### src/rtl/win_pkg.sv
package win_pkg;
    typedef enum logic [1:0] {
        SEL_BASE = 2'd0,
        SEL_SIZE = 2'd1,
        SEL_CTRL = 2'd2
    } win_sel_e;

    localparam int CTL_COMMIT = 0;
    localparam int CTL_LOCK   = 1;
    localparam int CTL_DONE   = 2;
    localparam int CTL_ERR    = 3;
endpackage

### src/rtl/win_regs.sv
module win_regs
    import win_pkg::*;
#(
    parameter int ADDR_W = 40
) (
    input  logic              clk,
    input  logic              rst_n,
    input  logic              wr_en,
    input  logic [1:0]        wr_sel,
    input  logic [ADDR_W-1:0] wr_data,
    input  logic              lock_block,
    output logic [ADDR_W-1:0] base_o,
    output logic [ADDR_W-1:0] size_o,
    output logic              commit_o,
    output logic              lock_o,
    output logic              start_o
);
    typedef struct packed {
        logic [ADDR_W-1:0] base;
        logic [ADDR_W-1:0] size;
        logic              commit;
        logic              lock;
    } regs_t;

    regs_t q, d;
    logic  bs_open;

    always_comb begin
        d       = q;
        start_o = 1'b0;
        bs_open = !(q.lock && lock_block);
        if (wr_en) begin
            case (wr_sel)
                SEL_BASE: if (bs_open) d.base = wr_data;
                SEL_SIZE: if (bs_open) d.size = wr_data;
                SEL_CTRL: begin
                    d.commit = wr_data[CTL_COMMIT];
                    d.lock   = wr_data[CTL_LOCK];
                    start_o  = wr_data[CTL_COMMIT] && !q.commit;
                end
                default: ;
            endcase
        end
    end

    always_ff @(posedge clk or negedge rst_n) begin
        if (!rst_n) q <= '0;
        else        q <= d;
    end

    assign base_o   = q.base;
    assign size_o   = q.size;
    assign commit_o = q.commit;
    assign lock_o   = q.lock;

    AST_LOCK_HOLD: assert property (@(posedge clk) disable iff (!rst_n)
        (q.lock && lock_block) |=> ($stable(q.base) && $stable(q.size)));
endmodule

### src/rtl/win_commit.sv
module win_commit #(
    parameter int ADDR_W        = 40,
    parameter int GRAN_BITS     = 28,
    parameter int COMMIT_CYCLES = 4
) (
    input  logic              clk,
    input  logic              rst_n,
    input  logic              start,
    input  logic [ADDR_W-1:0] base_i,
    input  logic [ADDR_W-1:0] size_i,
    output logic              busy_o,
    output logic              done_o,
    output logic              err_o,
    output logic              valid_o,
    output logic [ADDR_W-1:0] sbase_o,
    output logic [ADDR_W-1:0] ssize_o
);
    localparam int CNT_W = (COMMIT_CYCLES > 1) ? $clog2(COMMIT_CYCLES) : 1;
    localparam logic [CNT_W-1:0] LAST = CNT_W'(COMMIT_CYCLES - 1);

    typedef struct packed {
        logic              busy;
        logic [CNT_W-1:0]  cnt;
        logic              done;
        logic              err;
        logic              valid;
        logic [ADDR_W-1:0] sbase;
        logic [ADDR_W-1:0] ssize;
    } seq_t;

    seq_t q, d;
    logic finish, cfg_ok;

    always_comb begin
        d      = q;
        finish = q.busy && (q.cnt == LAST);
        cfg_ok = (size_i != '0) && (base_i[GRAN_BITS-1:0] == '0);
        if (start) begin
            d.busy  = 1'b1;
            d.cnt   = '0;
            d.done  = 1'b0;
            d.err   = 1'b0;
            d.valid = 1'b0;
        end else if (q.busy) begin
            if (finish) begin
                d.busy = 1'b0;
                if (cfg_ok) begin
                    d.done  = 1'b1;
                    d.valid = 1'b1;
                    d.sbase = base_i;
                    d.ssize = size_i;
                end else begin
                    d.err = 1'b1;
                end
            end else begin
                d.cnt = q.cnt + 1'b1;
            end
        end
    end

    always_ff @(posedge clk or negedge rst_n) begin
        if (!rst_n) q <= '0;
        else        q <= d;
    end

    assign busy_o  = q.busy;
    assign done_o  = q.done;
    assign err_o   = q.err;
    assign valid_o = q.valid;
    assign sbase_o = q.sbase;
    assign ssize_o = q.ssize;

    AST_START_CLEARS: assert property (@(posedge clk) disable iff (!rst_n)
        start |=> (!q.done && !q.err));
    AST_BUSY_NOT_DONE: assert property (@(posedge clk) disable iff (!rst_n)
        q.busy |-> !q.done);
    AST_ERR_NO_WINDOW: assert property (@(posedge clk) disable iff (!rst_n)
        q.err |-> !q.valid);
    AST_SNAP_HOLD: assert property (@(posedge clk) disable iff (!rst_n)
        (!start && !q.busy) |=> ($stable(q.sbase) && $stable(q.ssize) && $stable(q.valid)));
endmodule

### src/rtl/win_match.sv
module win_match #(
    parameter int ADDR_W = 40
) (
    input  logic              valid,
    input  logic [ADDR_W-1:0] sbase,
    input  logic [ADDR_W-1:0] ssize,
    input  logic [ADDR_W-1:0] addr,
    output logic              hit
);
    logic [ADDR_W:0] limit;

    always_comb begin
        limit = {1'b0, sbase} + {1'b0, ssize};
        hit   = valid && (addr >= sbase) && ({1'b0, addr} < limit);
    end
endmodule

### src/rtl/addr_window_commit.sv
module addr_window_commit
    import win_pkg::*;
#(
    parameter int ADDR_W        = 40,
    parameter int GRAN_BITS     = 28,
    parameter int COMMIT_CYCLES = 4
) (
    input  logic              clk,
    input  logic              rst_n,
    input  logic              reg_wr_en,
    input  logic [1:0]        reg_wr_sel,
    input  logic [ADDR_W-1:0] reg_wr_data,
    input  logic [1:0]        reg_rd_sel,
    output logic [ADDR_W-1:0] reg_rd_data,
    input  logic [ADDR_W-1:0] lk_addr,
    output logic              lk_hit
);
    logic [ADDR_W-1:0] base_q, size_q, sbase, ssize;
    logic commit_q, lock_q, start;
    logic busy, done, err, valid;

    win_regs #(.ADDR_W(ADDR_W)) u_regs (
        .clk(clk), .rst_n(rst_n),
        .wr_en(reg_wr_en), .wr_sel(reg_wr_sel), .wr_data(reg_wr_data),
        .lock_block(busy || done),
        .base_o(base_q), .size_o(size_q),
        .commit_o(commit_q), .lock_o(lock_q), .start_o(start)
    );

    win_commit #(.ADDR_W(ADDR_W), .GRAN_BITS(GRAN_BITS), .COMMIT_CYCLES(COMMIT_CYCLES)) u_seq (
        .clk(clk), .rst_n(rst_n), .start(start),
        .base_i(base_q), .size_i(size_q),
        .busy_o(busy), .done_o(done), .err_o(err), .valid_o(valid),
        .sbase_o(sbase), .ssize_o(ssize)
    );

    win_match #(.ADDR_W(ADDR_W)) u_match (
        .valid(valid), .sbase(sbase), .ssize(ssize),
        .addr(lk_addr), .hit(lk_hit)
    );

    always_comb begin
        case (reg_rd_sel)
            SEL_BASE: reg_rd_data = base_q;
            SEL_SIZE: reg_rd_data = size_q;
            SEL_CTRL: begin
                reg_rd_data             = '0;
                reg_rd_data[CTL_COMMIT] = commit_q;
                reg_rd_data[CTL_LOCK]   = lock_q;
                reg_rd_data[CTL_DONE]   = done;
                reg_rd_data[CTL_ERR]    = err;
            end
            default:  reg_rd_data = '0;
        endcase
    end

    AST_MISS_UNCOMMITTED: assert property (@(posedge clk) disable iff (!rst_n)
        !done |-> !lk_hit);
    AST_FALL_KEEPS: assert property (@(posedge clk) disable iff (!rst_n)
        (reg_wr_en && reg_wr_sel == SEL_CTRL && !reg_wr_data[CTL_COMMIT]) |=> $stable(done));
endmodule

### config.mk
export PLATFORM = sky130hd
export DESIGN_NAME = addr_window_commit
export DESIGN_NICKNAME = d
export VERILOG_FILES = /design/src/rtl/win_pkg.sv /design/src/rtl/win_regs.sv /design/src/rtl/win_commit.sv /design/src/rtl/win_match.sv /design/src/rtl/addr_window_commit.sv
export SDC_FILE = /design/constraint.sdc
export NUM_CORES = 1
export LEC_CHECK = 0
export BUFFER_PORTS_ARGS = -buffer_cell sky130_fd_sc_hd__buf_2
export CAP_MARGIN = 20
export CORE_ASPECT_RATIO = 0.9
export CORE_MARGIN = 2
export CORE_UTILIZATION = 31
export DETAILED_ROUTE_END_ITERATION = 10
export HOLD_SLACK_MARGIN = 0.03
export PLACE_DENSITY_LB_ADDON = 0.12
export SLEW_MARGIN = 20
export SYNTH_ARGS = -nofsm -noshare
export SYNTH_HDL_FRONTEND = slang
export SYNTH_SLANG_ARGS = --single-unit
### constraint.sdc
create_clock -name clk -period 4.24 [get_ports clk]
set_input_delay 0.212 -clock clk [delete_from_list [all_inputs] [get_ports clk]]
set_output_delay 0.212 -clock clk [all_outputs]
set_load 0.02 [all_outputs]
# [Word-level counts from Yosys, hierarchy flattened]
# Index checks and enable logic that the tools add are counted.
# Widths: inputs -> output; s select.
[totals] wordCells=57 output_inout_bits=41 in_bits=87 reg_bits=168
[op_classes] magnitude_cmp=2 mux=11 n_bitwise=2 reduce_logical=22 n_addsub=2 eq_ne=7
[op_table] op="$pmux 40 s3" count=1
[op_table] op="$mux 86" count=1
[op_table] op="$mux 83" count=1
[op_table] op="$mux 81" count=1
[op_table] op="$add 40x40->41" count=1
[op_table] op="$lt 40x41->1" count=1
[op_table] op="$ge 40x40->1" count=1
[op_table] op="$reduce_bool 40->1" count=1
[op_table] op="$logic_not 28->1" count=1
[op_table] op="$reduce_and 3->1" count=4
[op_table] op="$eq 2x2->1 const B" count=3
[op_table] op="$logic_and 1x1->1" count=6
[op_table] op="$mux 6" count=1
[op_table] op="$reduce_bool 2->1" count=3
[op_table] op="$mux 1" count=5
[op_table] op="$eq 2x1->1 const B" count=2
[op_table] op="$logic_not 2->1" count=2
[op_table] op="$ne 2x2->1 const B" count=2
[op_table] op="$reduce_and 2->1" count=2
[op_table] op="$reduce_and 4->1" count=1
[op_table] op="$add 2x1->2 const B" count=1
[op_table] op="$mux 2" count=1
[op_table] op="$not 1->1" count=2
[op_table] op="$logic_not 1->1" count=1
[op_table] op="$logic_or 1x1->1" count=1

# [Logic depth before layout (Yosys ltp)]
# Gate-level depths: netlist of the first run.
[depth] word_depth=6 depth_mapped=19 depth_no_buf=19

# [By module]
# A second synthesis of the first run with hierarchy kept.
[unflattened] hier_cells=1103 area_unflattened_um2=12017.8
[modules_own_cells] mod="win_commit" area_per_inst_um2=4056.4 instances=1 seq_area_each_um2=2152.1 cells_each=292
[modules_own_cells] mod="win_match" area_per_inst_um2=4023.9 instances=1 seq_area_each_um2=0.0 cells_each=541
[modules_own_cells] mod="win_regs" area_per_inst_um2=3278.1 instances=1 seq_area_each_um2=2052.0 cells_each=179
[modules_own_cells] mod="addr_window_commit" area_per_inst_um2=659.4 instances=1 seq_area_each_um2=0.0 cells_each=91

# [Least setup slack after synthesis of the first run]
# Ideal clock, no wire load.
[synth_timing] kind="reg-to-output" start="register u_seq.q, in the netlist u_seq.sbase_o[0]" end="output lk_hit" setup_slack_ps=-249 required_ps=4028 n_path_buf=0 path_stages_with_launch=19 arrival_time_ps=4277 path_cell_list="dfrtp_1 > ha_1 > fa_1 > a211oi_1 > o21bai_1 > a21oi_1 > o211ai_1 > a21o_1 > a31oi_1 > o21ai_0 > xnor2_1 > ha_1 > a211o_1 > a21oi_1 > a2111oi_0 > o311ai_0 > a311o_1 > a221oi_1 > a211oi_1"
[synth_between] elab_chain_len=3 elab_cells_between_ends=5 cone_classes="add/sub (1); order compare (2); reduce/logical (2)"
[synth_rtl] element="start, declared" line_no="win_commit.sv:31" rtl="seq_t q, d;"
[synth_rtl] element="start signal, assigned" line_no="win_commit.sv:62" rtl="if (!rst_n) q <= '0;"
[synth_rtl] element="start signal, assigned" line_no="win_commit.sv:63" rtl="else q <= d;"
[synth_rtl] element="$add 40x40->41 / $ge 40x40->1 (equally long branches)" line_no="win_match.sv:13, win_match.sv:14"
[synth_rtl] element="$lt 40x41->1 / $logic_and 1x1->1 (equally long branches)" line_no="win_match.sv:14" rtl="hit = valid && (addr >= sbase) && ({1'b0, addr} < limit);"
[synth_rtl] element="$logic_and 1x1->1 (*)" line_no="win_match.sv:14"
[synth_rtl] element="end, declared" line_no="addr_window_commit.sv:16" rtl="output logic lk_hit"
# Mark *: on every way between the ends. The rest lies on a longest branch, timed or not.

# [Final worst setup path of the first run]
[layout_timing] start="register u_seq.q, in the netlist u_seq.ssize_o[0]" end="output lk_hit"
[layout_between] elab_chain_len=3
[layout_rtl] element="$add 40x40->41" line_no="win_match.sv:13" rtl="limit = {1'b0, sbase} + {1'b0, ssize};"
[layout_rtl] element="$lt 40x41->1" line_no="win_match.sv:14"
[layout_rtl] element="$logic_and 1x1->1" line_no="win_match.sv:14"
# No other way between the ends.

==> results of run 1 <==
[per-layer routing]
layer,global-route usage [%],vias up,share of wire [%]
met5,0,-,0
met1,29.4,4109,54
met4,4.47,0,1.2
li1,-,4236,-
met2,26.6,149,42
met3,2.84,20,3.6
[critical path, delay by kind of cell, from the launching register on]
kind / cells / cell delay [ns]
flops: 1 / 0.38
xor+xnor: 1 / 0.12
compound gates: 14 / 2.75
fa+ha+maj: 3 / 0.87
buf+inv: 1 / 0.17
[worst min-delay path by stage]
stage	to	depth (start not counted)	slack (ns)	start
6_report	u_regs.size_o[24]	2	0.06	reg_wr_data[24]
5_1_grt	u_regs.size_o[24]	2	0.04	reg_wr_data[24]
4_1_cts	u_regs.size_o[6]	2	0.03	reg_wr_data[6]
3_5_place_dp	u_seq.ssize_o[12]	1	0.31	rst_n
3_3_place_gp	u_seq.ssize_o[12]	1	0.32	rst_n
2_1_floorplan	u_regs.base_o[0]	0	-0.08	rst_n
[sequential cells by signal, indices dropped and copies added, names as in the netlist, 2 cells and up]
register	flops
u_seq.ssize_o	40
u_seq.q	2
u_regs.base_o	40
u_seq.sbase_o	40
u_regs.size_o	40
[kinds of logic (layout without fill, tap and decap cells)]
group | after synthesis | count (layout) | synth area share (%)
buffers and inverters | 89 | 342 | 3.23
AO/OA/AOI/OAI | 200 | 200 | 12.4
multiplexers | 166 | 166 | 17.0
adder cells (fa/ha/maj) | 121 | 121 | 14.2
other | 0 | 1 | 0
flip-flops | 168 | 168 | 39.4
XOR/XNOR | 34 | 34 | 2.79
AND/OR/NAND/NOR | 247 | 247 | 11.0
[power by group through the flow]
stage,logic (mW),clock network (mW),registers [mW]
after floorplan,0.783,0,2.10
after global placement,1.16,0,2.23
after detailed placement,1.16,0,2.24
after CTS,1.20,1.61,2.21
after global routing,1.33,1.69,2.26
final,1.19,1.56,2.21
[timing repair]
action | in CTS | in global routing
pin swaps | 19 | 15
gates resized for setup | 21 | 3
setup endpoints to repair | 1 | 1
buffers inserted | 1 | 2
hold buffers | 31 | 1
endpoints found under the hold margin | 134 | 1
[area by class of cell]
| class | instances | area, um^2 | share of cell area [%] |
|---|---|---|---|
| Inverter | 55 | 206 | 1.52 |
| Tap cell | 462 | 578 | 4.27 |
| Clock inverter | 9 | 118 | 0.868 |
| Sequential cell | 168 | 4200 | 31.0 |
| Timing Repair Buffer | 257 | 1720 | 12.7 |
| Multi-Input combinational cell | 768 | 6280 | 46.3 |
| Clock buffer | 21 | 450 | 3.32 |
| Antenna cell | 1 | 2.50 | 0.0185 |
[cells in the final DEF, fill, tap and decap left out, types with 32 or more instances in the layout]
| master | count |
|---|---|
| a21o_1 | 34 |
| a21oi_1 | 51 |
| buf_2 | 125 |
| buf_4 | 97 |
| dfrtp_1 | 168 |
| dlygate4sd3_1 | 32 |
| ha_1 | 118 |
| inv_1 | 55 |
| mux2_2 | 123 |
| mux2i_1 | 43 |
| nand2_1 | 50 |
| nor2_1 | 102 |
| o21ai_0 | 43 |
[per-stage QoR]
| stage | hold slack, ns | instances | power (mW) |
|---|---|---|---|
| finish | 0.0562 | 1741 | 4.96 |
| global route | 0.0379 | 1741 | 5.27 |
| CTS | 0.0317 | 1737 | 5.02 |
| detailed placement | 0.308 | 1676 | 3.40 |
| global placement | 0.315 | 1676 | 3.39 |
| floorplan | -0.0836 | 1025 | 2.88 |
==> results by group, run 1 <==
Placement
  • Dpl ws: -1.12 ns
  • Post-DP HPWL: 25000 um
  • GPL Wtd Cong: 0.851
  • DP Area: 12500 um^2
  • IO buf count: 127

Setup path
  • Crit-path cells: ha_2 -> fa_2 -> a211oi_2 -> o21bai_2 -> a21oi_4 -> o211ai_1 -> a21o_1 -> a31oi_4 -> o21ai_1 -> xnor2_1 -> ha_1 -> a211o_1 -> a21oi_2 -> a2111oi_4 -> o311ai_2 -> a311o_1 -> a221oi_2 -> a211oi_2 -> buf_4
  • Critical path type: reg2out
  • Setup crit end: lk_hit
  • Depth of the most critical reg-to-reg path: 6
  • CP peak stage delay: 0.41 ns
  • Worst Path Arrival: 4.75 ns
  • R2R Path Start: u_regs.base_o[18]
  • Crit path from: u_seq.ssize_o[0]
  • Worst reg-to-reg setup slack: 1.41 ns
  • CP Launch Type: flop
  • Critical Path Sink Type: output port
  • CP Max Fanout: 4
  • R2R Path End: u_seq.ssize_o[37]
  • WP data required: 4.03 ns
  • Slowest-stage cell, CP: a2111oi_4
  • Critical Path Most Common Cell: a211oi_2

Synth
  • Synthesized area: 10700 um^2
  • Top-area cell type share of the netlist area: 39.4%
  • Synthesized area per cell: 10.4 um^2
  • Syn_nets: 1233
  • Synth area leader: dfrtp_1
  • Most numerous cell in the Yosys netlist: dfrtp_1
  • Primary FF master, synth: dfrtp_1
  • Yosys cell types: 61
  • Post-synthesis sequential area ratio: 39.4%
  • Asr flop ratio synth: 100%
  • YS warnings: 0
  • Gate Count Post-Synth: 1025
  • Number of flops mapped to enable cells by yosys: 0
  • Yosys reg bits: 168
  • Synth cell count leaders: dfrtp_1 (168), mux2_2 (123), ha_1 (120)
  • Synth area leaders: dfrtp_1 (39%), ha_1 (14%), mux2_2 (13%), mux2i_1 (4.0%), nor2_1 (3.6%)

STA
  • Final setup fails: 1
  • Fin crit period: 4.96 ns
  • F_max: 202 MHz
  • Final worst slack: -0.718 ns
  • RSZ-0062 raised after global routing: yes
  • Period utilization: 117%
  • Final hold viol count: 0
  • Least-Margin Pin Slew: 0.968 ns
  • Final setup TNS: -0.718 ns
  • Slew Viols, Final: 0
  • Clock skew: 0.0122 ns
  • Slew Limit Headroom: 35.4%

Floorplanning
  • # IOs: 128
  • Starting density of the core: 31.4%
  • Die Width: 200 um
  • Row cnt: 64
  • Core footprint: 34000 um^2
  • Die height: 180 um
  • Die area: 35900 um^2

Status
  • Violated checks: setup timing
  • Status: complete, but fails checks

Global routing
  • Vias in the first global route: 8762
  • Grt total ovfl: 0
  • Initial antenna violation count: 1
  • Largest net degree at the start of global routing: 93
  • First-pass GRT wire length: 51200 um
  • Global Route Usage Sum: 18.8%

CTS
  • Reg clk slew, reported paths: 0.07 ns
  • CTS Buf Count: 17
  • Worst-Skew Late Latency: 0.44 ns
  • Clk sinks: 168
  • CTS tree: done
  • CTS H-tree depth: 4
  • CTS Root Cell: clkbuf_16
  • Clk buf depth: 2

Drt
  • TritonRoute pass-1 iters: 4
  • Drt wl/cell: 18.4 um
  • Initial DRC count: 380
  • DR DRC count: 0
  • Vias: 8514
  • DRT Wirelength: 32000 um
  • Final ANT Viol Nets: 0
  • Vias/cell: 4.89

Pwr
  • Power share of the clock group: 31.5%
  • Comb power frac: 24.0%
  • Net Sw Frac: 32.2%
  • Sequential share of power: 44.5%
  • Worst vdd rail ir drop: 0.000299 V
  • P_leak: 6.95 nW
  • PD cells: 366 nW/um^2
  • NetSw: 1.60 mW
  • Pint: 3.36 mW

Run
  • Maximum Capacitance Violations: 0

Layout
  • Final #Nets: 1475
  • Final core occ: 39.9%
  • Final Instance Area: 13600 um^2
  • # fillers: 3466
  • Share of cells above drive strength 1: 32.1%
  • Synth-to-Final Area Change: 26.9%

Hold path
  • Worst Hold Class: in2reg
Note: power is estimated with default switching activity, not from simulation.
==> run 2: changes to the inputs <==
Settings changed: CELL_PAD_IN_SITES_DETAIL_PLACEMENT from default to 1, CELL_PAD_IN_SITES_GLOBAL_PLACEMENT from default to 1.
==> results by group, run 2 (same netlist as run 1, synthesis figures left out) <==
Floorplanning
  • # IOs: 128
  • Die height: 180 um
  • Die area: 35900 um^2
  • Row cnt: 64
  • Core footprint: 34000 um^2
  • Die Width: 200 um
  • Starting density of the core: 31.4%

Global routing
  • Vias in the first global route: 9166
  • Grt total ovfl: 0
  • First-pass GRT wire length: 54200 um
  • Global Route Usage Sum: 19.9%
  • Initial antenna violation count: 1
  • Largest net degree at the start of global routing: 95

Setup path
  • Slowest-stage cell, CP: dfrtp_1
  • Crit-path cells: ha_2 -> fa_2 -> a211oi_2 -> o21bai_2 -> a21oi_4 -> buf_6 -> o211ai_4 -> a21oi_4 -> o31ai_4 -> xnor2_1 -> ha_1 -> nand4_1 -> or2_4 -> nor2_2 -> o211a_1 -> o311ai_4 -> a311o_1 -> a221oi_2 -> a211oi_2 -> buf_4
  • Critical Path Sink Type: output port
  • Critical path type: reg2out
  • CP Max Fanout: 4
  • CP Launch Type: flop
  • WP data required: 4.03 ns
  • CP peak stage delay: 0.39 ns
  • Worst path bufs/invs: 2
  • Worst Path Arrival: 4.76 ns
  • CP delay by family, top: compound AO/OA/AOI/OAI gates

STA
  • Hold Slack: 0.0619 ns
  • Final setup TNS: -0.734 ns
  • Slew Limit Headroom: 38.6%
  • Clock skew: 0.0162 ns
  • Fin crit period: 4.97 ns
  • Least-Margin Pin Slew: 0.921 ns
  • Final setup fails: 1
  • F_max: 201 MHz
  • RSZ-0062 raised after global routing: yes
  • Final worst slack: -0.734 ns
  • Period utilization: 117%
  • Final hold viol count: 0
  • Slew Viols, Final: 0

Drt
  • Final ANT Viol Nets: 0
  • Initial DRC count: 388
  • Vias: 8619
  • DRT Wirelength: 34600 um
  • Vias/cell: 4.91
  • Drt wl/cell: 19.7 um
  • DR DRC count: 0
  • TritonRoute pass-1 iters: 6

Layout
  • Final Instance Area: 13800 um^2
  • Share of cells above drive strength 1: 33.5%
  • Synth-to-Final Area Change: 28.8%
  • # fillers: 3863
  • Final core occ: 40.5%
  • Commonest non-fill, non-tap cell in the layout: dfrtp_1
  • Final #Nets: 1486
  • Most frequent cells in the layout: dfrtp_1 (168), buf_2 (125), mux2_2 (123), ha_1 (117), buf_4 (106)
  • Fin cells: 1754

CTS
  • CTS Buf Count: 17
  • Reg clk slew, reported paths: 0.08 ns
  • Clk buf depth: 2
  • CTS H-tree depth: 4
  • CTS Root Cell: clkbuf_16
  • Clk sinks: 168
  • CTS tree: done
  • Worst-Skew Late Latency: 0.45 ns

Placement
  • Dpl ws: -0.816 ns
  • Inst Count DP: 1683
  • Post-DP HPWL: 26900 um
  • IO buf count: 127
  • DP Area: 12600 um^2
  • GPL Wtd Cong: 0.835

Pwr
  • Power Total: 5.06 mW
  • P_leak: 7.03 nW
  • Worst vdd rail ir drop: 0.000321 V
  • PD cells: 368 nW/um^2

Run
  • Maximum Capacitance Violations: 0

Hold path
  • Worst Hold Class: in2reg

Status
  • Status: complete, but fails checks
  • Violated checks: setup timing
[run 2: layout make-up]
| type | instances | area [um^2] | share of cell area (%) |
|---|---|---|---|
| Timing Repair Buffer | 268 | 1800 | 13.1 |
| Clock buffer | 17 | 425 | 3.09 |
| Antenna cell | 1 | 2.50 | 0.0182 |
| Sequential cell | 168 | 4200 | 30.6 |
| Tap cell | 462 | 578 | 4.20 |
| Multi-Input combinational cell | 768 | 6350 | 46.2 |
| Clock inverter | 15 | 181 | 1.32 |
| Inverter | 55 | 206 | 1.50 |
[run 2: final timing paths]
path	slack, ns	end	start	cells after the start
worst max-delay path	-0.73	lk_hit	u_seq.ssize_o[0]	20
worst min-delay path	0.06	u_regs.base_o[22]	reg_wr_data[22]	2
worst max register to register	1.45	u_seq.ssize_o[21]	u_regs.base_o[18]	6
worst min register to register	0.51	u_seq.ssize_o[18]	u_seq.ssize_o[18]	1
max in group asynchronous	2.88	u_seq.sbase_o[34]	rst_n	3
min in group asynchronous	0.38	u_seq.sbase_o[15]	rst_n	2
[run 2: where the power goes]
group	internal, mW	total (mW)	switching (mW)
Combinational	0.595	1.23	0.633
Clock	0.846	1.63	0.780
Sequential	1.89	2.21	0.315
Total	3.33	5.06	1.73
[run 2: worst reg2reg max path, cell delays in order, from the launching register on]
cell and delay (ns):
dfrtp_1 0.42, nor4_1 0.63, nand4_1 0.17, or3_1 0.47, nor2_4 0.15, buf_12 0.42
mux2_2 0.41
[run 2: routing by layer]
metal	global-route usage, %	wire length [um]
met5	0	0
met4	4.06	291
met3	2.88	892
met2	28.7	14600
met1	31.3	18800
[run 2: repair_timing]
action,in CTS,in global routing
resized for setup,17,23
hold endpoints to repair,143,0
endpoints found under the setup margin,1,1
setup buffers,1,4
pin swaps,10,34
hold buffers,34,0
